File: src/rtl/cpc_pkg.sv
package cpc_pkg;
  localparam int PAT_W = 3;
  localparam int NSTEP = 6;
  typedef logic [PAT_W-1:0] pat_t;
  typedef logic [2:0] idx_t;

  localparam idx_t IDX_BAD = 3'd7;

  // Position of a code on the six-step cycle; IDX_BAD for 000/111.
  function automatic idx_t step_of(input pat_t p);
    case (p)
      3'b101: step_of = 3'd0;
      3'b100: step_of = 3'd1;
      3'b110: step_of = 3'd2;
      3'b010: step_of = 3'd3;
      3'b011: step_of = 3'd4;
      3'b001: step_of = 3'd5;
      default: step_of = IDX_BAD;
    endcase
  endfunction

  function automatic logic is_legal(input pat_t p);
    return step_of(p) != IDX_BAD;
  endfunction

  // Forward distance from sensed step to driven step, modulo NSTEP.
  function automatic logic [3:0] fwd_dist(input idx_t a, input idx_t b);
    logic [3:0] s;
    s = {1'b0, b} + 4'd6 - {1'b0, a};
    return (s >= 4'd6) ? s - 4'd6 : s;
  endfunction

  function automatic logic in_window(input pat_t sens, input pat_t drv);
    logic [3:0] d;
    d = fwd_dist(step_of(sens), step_of(drv));
    return (d == 4'd0) || (d == 4'd1) || (d == 4'd5);
  endfunction
endpackage

File: src/rtl/cpc_window.sv
module cpc_window
  import cpc_pkg::*;
#(
  parameter int NTRIG = 2
) (
  input  logic             clk,
  input  logic             rst,
  input  pat_t             sens_pat,
  input  pat_t             drv_pat,
  input  logic [NTRIG-1:0] trig,
  input  logic             chk_en,
  input  logic             tmr_run,
  output logic             set_evt,
  output logic             illegal_any
);
  logic [NTRIG-1:0] trig_chain;
  logic             sample;
  logic             armed;
  logic             off_window;

  // Running OR over the strobes
  generate
    for (genvar g = 0; g < NTRIG; g++) begin : g_trig
      if (g == 0) begin : g_first
        assign trig_chain[g] = trig[g];
      end else begin : g_rest
        assign trig_chain[g] = trig_chain[g-1] | trig[g];
      end
    end
  endgenerate

  assign sample      = trig_chain[NTRIG-1];
  assign armed       = chk_en & tmr_run;
  assign illegal_any = ~is_legal(sens_pat) | ~is_legal(drv_pat);
  assign off_window  = ~in_window(sens_pat, drv_pat);
  assign set_evt     = armed & sample & ~illegal_any & off_window;

  AST_ILLEGAL_IGNORED: assert property (@(posedge clk) disable iff (rst)
    illegal_any |-> !set_evt);
  AST_NEEDS_TRIGGER: assert property (@(posedge clk) disable iff (rst)
    (trig == '0) |-> !set_evt);
endmodule

File: config.mk
export PLATFORM = sky130hd
export DESIGN_NAME = cpc_window
export DESIGN_NICKNAME = d
export VERILOG_FILES = /design/src/rtl/cpc_pkg.sv /design/src/rtl/cpc_window.sv
export SDC_FILE = /design/constraint.sdc
export NUM_CORES = 1
export LEC_CHECK = 0
export CAP_MARGIN = 20
export CORE_AREA = 5 5 42 44
export DETAILED_ROUTE_END_ITERATION = 6
export DIE_AREA = 0 0 47 49
export MAX_ROUTING_LAYER = met4
export SLEW_MARGIN = 40
export SYNTH_ARGS = -nofsm -noshare
export SYNTH_HDL_FRONTEND = slang
export SYNTH_SLANG_ARGS = --single-unit
File: constraint.sdc
create_clock -name vclk -period 5.8
set_input_delay 1.45 -clock vclk [all_inputs]
set_output_delay 1.45 -clock vclk [all_outputs]
set_load 0.005 [all_outputs]
# --- After elaboration in Yosys (flattened, before gate mapping) ---
# Cells that the tools add are included.
totals:
  reg_bits: 0
  latchBits: 0
  ramBits: 0
  mem_bits_ro: 0
  wordCells: 36
  n_memories: 0
op_classes:
  n_addsub: 3
  multipliers: 0
  div: 0
  order_cmp: 1
  n_eq_ne: 16
  shifts: 0
  muxes: 3
  bitwise: 10
  n_reduce_logical: 3
op_table:
  columns: ["operator", "count"]
  rows:
  - ["$pmux 3 s6", 2]
  - ["$eq 3x3->1 const B", 6]
  - ["$eq 3x2->1 const B", 4]
  - ["$eq 3x1->1 const B", 2]
  - ["$ne 3x3->1 const B", 2]
  - ["$add 3x3->4 const B", 1]
  - ["$and 1x1->1", 4]
  - ["$eq 4x1->1 const B", 1]
  - ["$eq 4x3->1 const B", 1]
  - ["$ge 4x3->1 const B", 1]
  - ["$logic_not 4->1", 1]
  - ["$mux 4", 1]
  - ["$not 1->1", 4]
  - ["$sub 4x3->4", 1]
  - ["$sub 4x3->4 const B", 1]
  - ["$logic_or 1x1->1", 2]
  - ["$or 1x1->1", 2]

# --- Logic depth before layout (Yosys ltp) ---
# Gate-level depths: netlist of run 1.
depth:
  ltp_word: 11
  depth_mapped: 11
  ltp_nobuf: 11

# --- Least setup slack after synthesis of run 1 ---
# OpenSTA, ideal clock, no wires.
synth_timing:
  path_type: "in2out"
  startpoint: "input drv_pat[1]"
  endpoint: "output set_evt"
  arrival_ps: 3457
  required_time_ps: 4350
  setup_slack_ps: 893
  cell_stages: 11
  n_path_buf: 0
  path_cell_list: "inv_1 nand2_1 o21ai_0 ha_1 inv_1 ha_1 fa_1 ha_1 a21boi_1 a311o_1 a211oi_2"
synth_between:
  elab_chain_cells: 11
  word_cells_on_any_way: 24
  classes_between: "3 x add/sub; 1 x order compare; 9 x eq/ne; 2 x mux; 6 x bitwise; 3 x reduce/logical"
synth_lines:
  columns: ["item", "line", "source"]
  rows:
  - ["start, declared", "cpc_window.sv:9", "input pat_t drv_pat,"]
  - ["$eq 3x1->1, or another cell as far along", "cpc_pkg.sv:11", "case (p)"]
  - ["$pmux 3 s6 (*)", "cpc_pkg.sv:11", null]
  - ["$add 3x3->4", "cpc_pkg.sv:29", "s = {1'b0, b} + 4'd6 - {1'b0, a};"]
  - ["$sub 4x3->4", "cpc_pkg.sv:29", null]
  - ["$sub 4x3->4 or $ge 4x3->1 (tied branches)", "cpc_pkg.sv:30", "return (s >= 4'd6) ? s - 4'd6 : s;"]
  - ["$mux 4", "cpc_pkg.sv:30", null]
  - ["$eq 4x1->1 or $logic_not 4->1 (tied branches)", "cpc_pkg.sv:36", "return (d == 4'd0) || (d == 4'd1) || (d == 4'd5);"]
  - ["$logic_or 1x1->1 (2 in a row)", "cpc_pkg.sv:36", null]
  - ["$not 1->1", "cpc_window.sv:35", "assign off_window = ~in_window(sens_pat, drv_pat);"]
  - ["$and 1x1->1 (*)", "cpc_window.sv:36", "assign set_evt = armed & sample & ~illegal_any & off_window;"]
  - ["end, declared", "cpc_window.sv:13", "output logic set_evt,"]
# Mark *: on every way between the ends. The rest lies on a longest branch, timed or not.

# --- Final worst setup path of run 1 ---
# Ends and elaborated chain as after synthesis.

==> metrics.cfg, run 1 <==
[outcome]
status = complete, no violations

[global_routing]
grt_pass1_wl_mm = 1.02
grt_use_total_pct = 5.47
overflow = 0
grt_max_degree = 6
grt_pass1_vias = 288
grt_antenna_before_repair = 0

[worst_setup_path]
crit_path_top_delay_cell = clkdlybuf4s50_1
worst-setup-path-type = input pin to primary output
path_common_cell = ha_1
crit_fanout = 2
critical_path_arrival_ns = 4.15
endpoint_kind = primary output
critical_path_required_ns = 4.35
crit_buf_inv = 4
cp-start-kind = input pin
crit_chain = clkdlybuf4s50_1 -> inv_1 -> nand2_1 -> o21ai_0 -> ha_1 -> inv_1 -> ha_1 -> fa_1 -> ha_1 -> a21boi_1 -> a311o_1 -> a211oi_2 -> clkbuf_2
cpPeakStageDelay_ns = 0.47
cp_top_family = adder cells

[finish]
nFillCells = 172
stdcell_count = 73
nets = 77
n_clock_buffer = 0
diodes = 0
seq_cells = 0
regArea_sq_um = 0
area_growth_pct = 68.7
drive_above_1_share_pct = 17.5
final_cell_mix = inv_1, clkdlybuf4s50_1, buf_4
final_common_cell = inv_1
multi_input_area_sq_um = 241

[floorplanning]
start_util_pct = 19.4
core_sq_mm = 0.00140
die_x_um = 47
fp-row-count = 14
top_level_ports = 14
fp.dieH_um = 49
die_area_sq_mm = 0.00230

[drt]
drcViolationCount = 0
wl_met2_um = 290
routed-wl-met3_um = 50
dr.first_iter.drc_count = 2
drt_wl_total_um = 613
routedWlPerCell_um = 8.40
drtAntennaViolNets = 0
via_per_inst = 4.45
top_layer = met3
vias = 325
first_pass_iters = 3
wl_met1_um = 272

[place]
dp.cells = 73
place_hpwl_um = 567
gp_congestion = 0.634
io_buffer_count = 12

[power]
ir_worst_vdd_mv = 0.0455
p_leak_nw = 0.229
power_density_mw_per_mm2 = 122

[timing]
timing.fmax_mhz = 178
rsz0062_at_grt = no
setup_viol_count_final = 0
hold_violations = 0
worstMarginPinSlew_ns = 0.201
finalMaxSlewViolations = 0
fin_hold_ws_ns = 3.54
finalCritPeriodShare_pct = 96.6
finalCriticalPeriod_ns = 5.60
relSlewSlack_pct = 86.5

[logic_synthesis]
yosys-top-cells-area = ha_1, inv_1, a21oi_1, fa_1, xor2_1
yosys_warnings = 0
synth_top_family_by_area = adder cells
ys_types = 18
synth-xor-area-share_pct = 9.68
synthesis.area_sq_um = 272
synth_mux_area_share_pct = 3.69
synth_nets = 56
syn_area_per_cell_sq_um = 7.15
synthCells = 38
yosysTopAreaCellShare_pct = 23.0
yosysTopAreaCell = ha_1
synth-simple-area-share_pct = 14.7
synth-compound-area-share_pct = 30.4
synthAdderAreaFrac_pct = 30.4
seq_area_frac_synth_pct = 0

[cts]
holdBufCountCts = 0
postCtsSetupBuffers = 0
cts_resized = 4

[min_path]
hp-class = input pin to primary output

[job]
cap_violations = 0

[area by class of cell]
type | count | area share (%)
Inverter | 8 | 6.56
Multi-Input combinational cell | 30 | 52.7
Tap cell | 16 | 4.37
Timing Repair Buffer | 19 | 36.3
[synthesized netlist by cell type]
master	n
a21bo_2	1
a21oi_1	4
nor2_1	1
mux2i_1	1
fa_1	1
o211ai_1	1
nand3_1	2
xor2_1	2
o21ai_0	3
ha_1	5
a211oi_2	1
a21boi_1	1
a311o_1	1
or3_1	2
inv_1	8
xnor2_1	1
nand4_1	1
nand2_1	2
[routing by layer]
layer	global-route usage [%]	up-vias
li1	-	176
met1	7.19	140
met4	0	0
met2	9.73	9
met3	0	0
met5	-	-
[logic make-up after synthesis]
kind of cell,after synthesis
AOI/OAI and AO/OA,12
xor gates and xnor gates,3
adders and majority gates,6
buffers and inverters,8
muxes,1
and+or+nand+nor,8
[worst paths after layout]
kind              startpoint       to  cells after the start
setup / recovery  drv_pat[1]  set_evt                     13
hold / removal        chk_en  set_evt                      4
[report_power, final]
part,leakage [nW],total (mW),internal [mW],switching (mW)
clock network,0,0,0,0
registers,0,0,0,0
logic,0.229,0.0558,0.0314,0.0244
total,0.229,0.0558,0.0314,0.0244
[stage by stage]
stage	setup TNS, ns	utilization (%)	area (sq um)	setup WS [ns]	power [mW]
after floorplan	0	-	272	0.893	0.0336
after global placement	-0.197	33.1	464	-0.197	0.0559
after detailed placement	-0.284	33.1	464	-0.284	0.0580
after CTS	0	32.8	459	0.0490	0.0571
after global routing	0	32.7	458	0.0325	0.0631
final	0	32.7	458	0.196	0.0558
(Power assumes the default switching activity.)
==> run 2, diff against run 1 <==
MAX_ROUTING_LAYER = default   (was met4)
RECOVER_POWER = 100   (was default)
==> run 2 against run 1 <==
  * Sequential share of layout area unchanged
  * Final cell count stayed put
  * Critical path depth is the same
  * Count of clock-buffer cells in the layout unchanged
  * Cell area shrank 0.27%
  * Power down 0.31%
  * Non-clock buffer count did not move
  * First-iteration DRC count stayed put
  * Setup slack better by 0.010 ns
  * Hold slack got worse by 0.0077 ns
==> metrics.cfg, run 2 (synthesized netlist as in run 1, its figures left out) <==
[finish]
diodes = 0
nFillCells = 172
regArea_sq_um = 0
stdcell_count = 73
seq_cells = 0
final_cell_mix = inv_1, clkdlybuf4s50_1, buf_4
n_clock_buffer = 0
nets = 77
area_growth_pct = 68.2
drive_above_1_share_pct = 15.8
final_common_cell = inv_1

[global_routing]
grt_max_degree = 6
grt_pass1_wl_mm = 1.02
grt_pass1_vias = 288
grt_use_total_pct = 5.34
overflow = 0
grt_antenna_before_repair = 0

[power]
power_density_mw_per_mm2 = 122
p_leak_nw = 0.226
ir_worst_vdd_mv = 0.0449

[outcome]
status = complete, no violations

[timing]
finalCritPeriodShare_pct = 96.4
setup_viol_count_final = 0
worstMarginPinSlew_ns = 0.201
finalMaxSlewViolations = 0
timing.fmax_mhz = 179
rsz0062_at_grt = no
finalCriticalPeriod_ns = 5.59
setup_ws_ns = 0.206
hold_violations = 0
tns_ns = 0
relSlewSlack_pct = 86.5

[place]
place_ws_ns = -0.284
gp_congestion = 0.629
place_hpwl_um = 567
io_buffer_count = 12
dp.cells = 73

[worst_setup_path]
path_common_cell = ha_1
crit_cells = 13
critical_path_required_ns = 4.35
crit_end = set_evt
cpPeakStageDelay_ns = 0.47
worst-setup-path-type = input pin to primary output
endpoint_kind = primary output
cp-startpoint = drv_pat[1]
cp-start-kind = input pin
cp_top_family = adder cells
crit_buf_inv = 4
crit_path_top_delay_cell = clkdlybuf4s50_1
crit_fanout = 2
critical_path_arrival_ns = 4.14
crit_chain = clkdlybuf4s50_1 -> inv_1 -> nand2_1 -> o21ai_0 -> ha_1 -> inv_1 -> ha_1 -> fa_1 -> ha_1 -> a21boi_1 -> a311o_1 -> a211oi_2 -> clkbuf_1

[drt]
drtAntennaViolNets = 0
dr.first_iter.drc_count = 2
first_pass_iters = 3
via_per_inst = 4.45
drcViolationCount = 0
drt_wl_total_um = 611
vias = 325
routedWlPerCell_um = 8.37

[floorplanning]
fp.dieH_um = 49
die_x_um = 47
die_area_sq_mm = 0.00230
start_util_pct = 19.4
core_sq_mm = 0.00140
fp-row-count = 14
top_level_ports = 14

[cts]
holdBufCountCts = 0

[job]
cap_violations = 0

[min_path]
hp-class = input pin to primary output

[run 2: cell counts in the layout (fill, tap and decap cells not counted)]
No cell type changed its count.
[run 2: layout make-up]
type	instances	area [sq um]	share of cell area, %
Inverter	8	30.0	6.58
Multi-Input combinational cell	30	241	52.9
Tap cell	16	20.0	4.38
Timing Repair Buffer	19	165	36.2
[run 2: where the power goes]
group	switching, mW	internal, mW	total (mW)
sequential	0	0	0
clock	0	0	0
combinational	0.0244	0.0312	0.0556
[run 2: how the worst min path moves through the flow]
| stage | start | to | slack (ns) | cells after the start |
|---|---|---|---|---|
| 2_1_floorplan | chk_en | set_evt | 3.02 | 2 |
| 6_report | chk_en | set_evt | 3.53 | 4 |
| 3_5_place_dp | chk_en | set_evt | 3.88 | 4 |
| 5_1_grt | tmr_run | set_evt | 3.55 | 4 |
| 3_3_place_gp | chk_en | set_evt | 3.89 | 4 |
| 4_1_cts | chk_en | set_evt | 3.70 | 4 |
[run 2: metal layers]
layer  part of all wire, %  track usage, %
met1                    44            6.75
met2                    47            9.73
met3                   8.3           0.738
met4                     0               0
met5                     0               0
[run 2: metrics by stage]
stage | util [%] | hold slack [ns] | power [mW] | cell area, sq um
after CTS | 32.8 | 3.70 | 0.0571 | 459
after detailed placement | 33.1 | 3.88 | 0.0580 | 464
after global placement | 33.1 | 3.89 | 0.0559 | 464
final | 32.6 | 3.53 | 0.0556 | 457
after global routing | 32.6 | 3.55 | 0.0629 | 457
after floorplan | - | 3.02 | 0.0336 | 272
[run 2: what timing repair did]
action                                  4_1_cts  5_1_grt
resized for setup                             4        3
endpoints found under the setup margin        1        1
buffers inserted                              0        0
==> run 3, diff against run 2 <==
clock period = 5.4 ns   (was 5.8 ns; I/O delays follow)
==> run 3 against run 2 <==
  * Sequential share of layout area did not move
  * Setup slack better by 0.026 ns
  * First-iteration DRC count is 100% lower
  * Flip-flop and latch count unchanged
  * Combinational power increased by 13%
  * Cell area rose by 4.1%
  * Hold slack worse by 0.27 ns
==> metrics.cfg, run 3 (synthesized netlist as in run 1, its figures left out) <==
[global_routing]
grt_pass1_wl_mm = 1.19
grt_pass1_vias = 320
overflow = 0
grt_use_total_pct = 6.25
grt_max_degree = 6
grt_antenna_before_repair = 0

[worst_setup_path]
cp-start-kind = input pin
critical_path_arrival_ns = 3.82
worst-setup-path-type = input pin to primary output
endpoint_kind = primary output
crit_end = set_evt
critical_path_required_ns = 4.05
crit_fanout = 4
cp-startpoint = sens_pat[1]

[finish]
regArea_sq_um = 0
area_growth_pct = 75.1
diodes = 0
n_clock_buffer = 0
drive_above_1_share_pct = 22.4
nFillCells = 153
stdcell_count = 74
final_common_cell = inv_1
utilization_pct = 33.9
seq_cells = 0
final_cell_mix = inv_1, buf_4, a21oi_1, clkdlybuf4s50_1, dlygate4sd2_1
multi_input_area_sq_um = 246
nets = 78

[floorplanning]
core_sq_mm = 0.00140
top_level_ports = 14
start_util_pct = 19.4
fp.dieH_um = 49
die_area_sq_mm = 0.00230
die_x_um = 47
fp-row-count = 14

[timing]
relSlewSlack_pct = 86.8
setup_ws_ns = 0.232
finalMaxSlewViolations = 0
fin_hold_ws_ns = 3.26
setup_viol_count_final = 0
finalCritPeriodShare_pct = 95.7
tns_ns = 0
timing.fmax_mhz = 193
rsz0062_at_grt = no
hold_violations = 0
worstMarginPinSlew_ns = 0.197
finalCriticalPeriod_ns = 5.17

[drt]
first_pass_iters = 1
via_per_inst = 4.42
dr.first_iter.drc_count = 0
drtAntennaViolNets = 0
routedWlPerCell_um = 8.24
vias = 327
drt_wl_total_um = 610
drcViolationCount = 0

[cts]
postCtsSetupBuffers = 0
holdBufCountCts = 0

[power]
p_sw_uw = 26.9
p_sw_share_pct = 42.9
ir_worst_vdd_mv = 0.0650
combinationalPowerShare_pct = 100.0
p_leak_nw = 0.243
p_seq_share_pct = 0
p_int_uw = 35.9
power_density_mw_per_mm2 = 132
p_clk_share_pct = 0

[place]
place_ws_ns = -0.422
gp_congestion = 0.633
io_buffer_count = 12
dp.cells = 74
place_hpwl_um = 557

[min_path]
hp-class = input pin to primary output

[outcome]
status = complete, no violations

[job]
cap_violations = 0

-- run 3: how the worst min path moves through the flow --
| stage | to | slack [ns] | start | cells past startpoint |
|---|---|---|---|---|
| after global placement | set_evt | 3.68 | chk_en | 4 |
| after global routing | set_evt | 3.33 | drv_pat[1] | 6 |
| after floorplan | set_evt | 2.82 | chk_en | 2 |
| after CTS | set_evt | 3.36 | chk_en | 4 |
| final | set_evt | 3.26 | drv_pat[1] | 6 |
| after detailed placement | set_evt | 3.68 | chk_en | 4 |
-- run 3: worst max-delay path, stage by stage --
cell and delay, ns:
dlygate4sd2_1 0.28, xor2_1 0.17, a21oi_1 0.16, ha_2 0.17, inv_1 0.04, ha_2 0.18
fa_1 0.48, ha_1 0.29, a21boi_1 0.07, a311o_1 0.27, a211oi_2 0.22, clkbuf_2 0.14
-- run 3: metrics by stage --
step | cell area, sq um | power (mW)
3_3_place_gp | 472 | 0.0627
2_1_floorplan | 272 | 0.0361
5_1_grt | 475 | 0.0724
3_5_place_dp | 472 | 0.0644
6_report | 475 | 0.0628
4_1_cts | 462 | 0.0630
-- run 3: area by class of cell --
class / count / share of cell area, %
Inverter: 8 / 6.32
Timing Repair Buffer: 20 / 37.6
Tap cell: 16 / 4.21
Multi-Input combinational cell: 30 / 51.8
-- run 3: repair_timing --
item,4_1_cts,5_1_grt
resized for setup,8,5
pin swaps,0,6
setup endpoints to repair,1,1
-- run 3: metal layers --
metal	part of all wire (%)	vias up	track usage, %	wire length [um]
met5	0	-	0	0
met4	0	0	0	0
met3	7.9	0	0.738	48
met2	50	9	11.1	305
met1	42	142	8.30	256
li1	-	176	-	-
-- run 3: power groups by stage --
stage	Clock [mW]	Sequential [mW]	Combinational, mW
2_1_floorplan	0	0	0.0361
3_3_place_gp	0	0	0.0627
3_5_place_dp	0	0	0.0644
4_1_cts	0	0	0.0630
5_1_grt	0	0	0.0724
6_report	0	0	0.0628
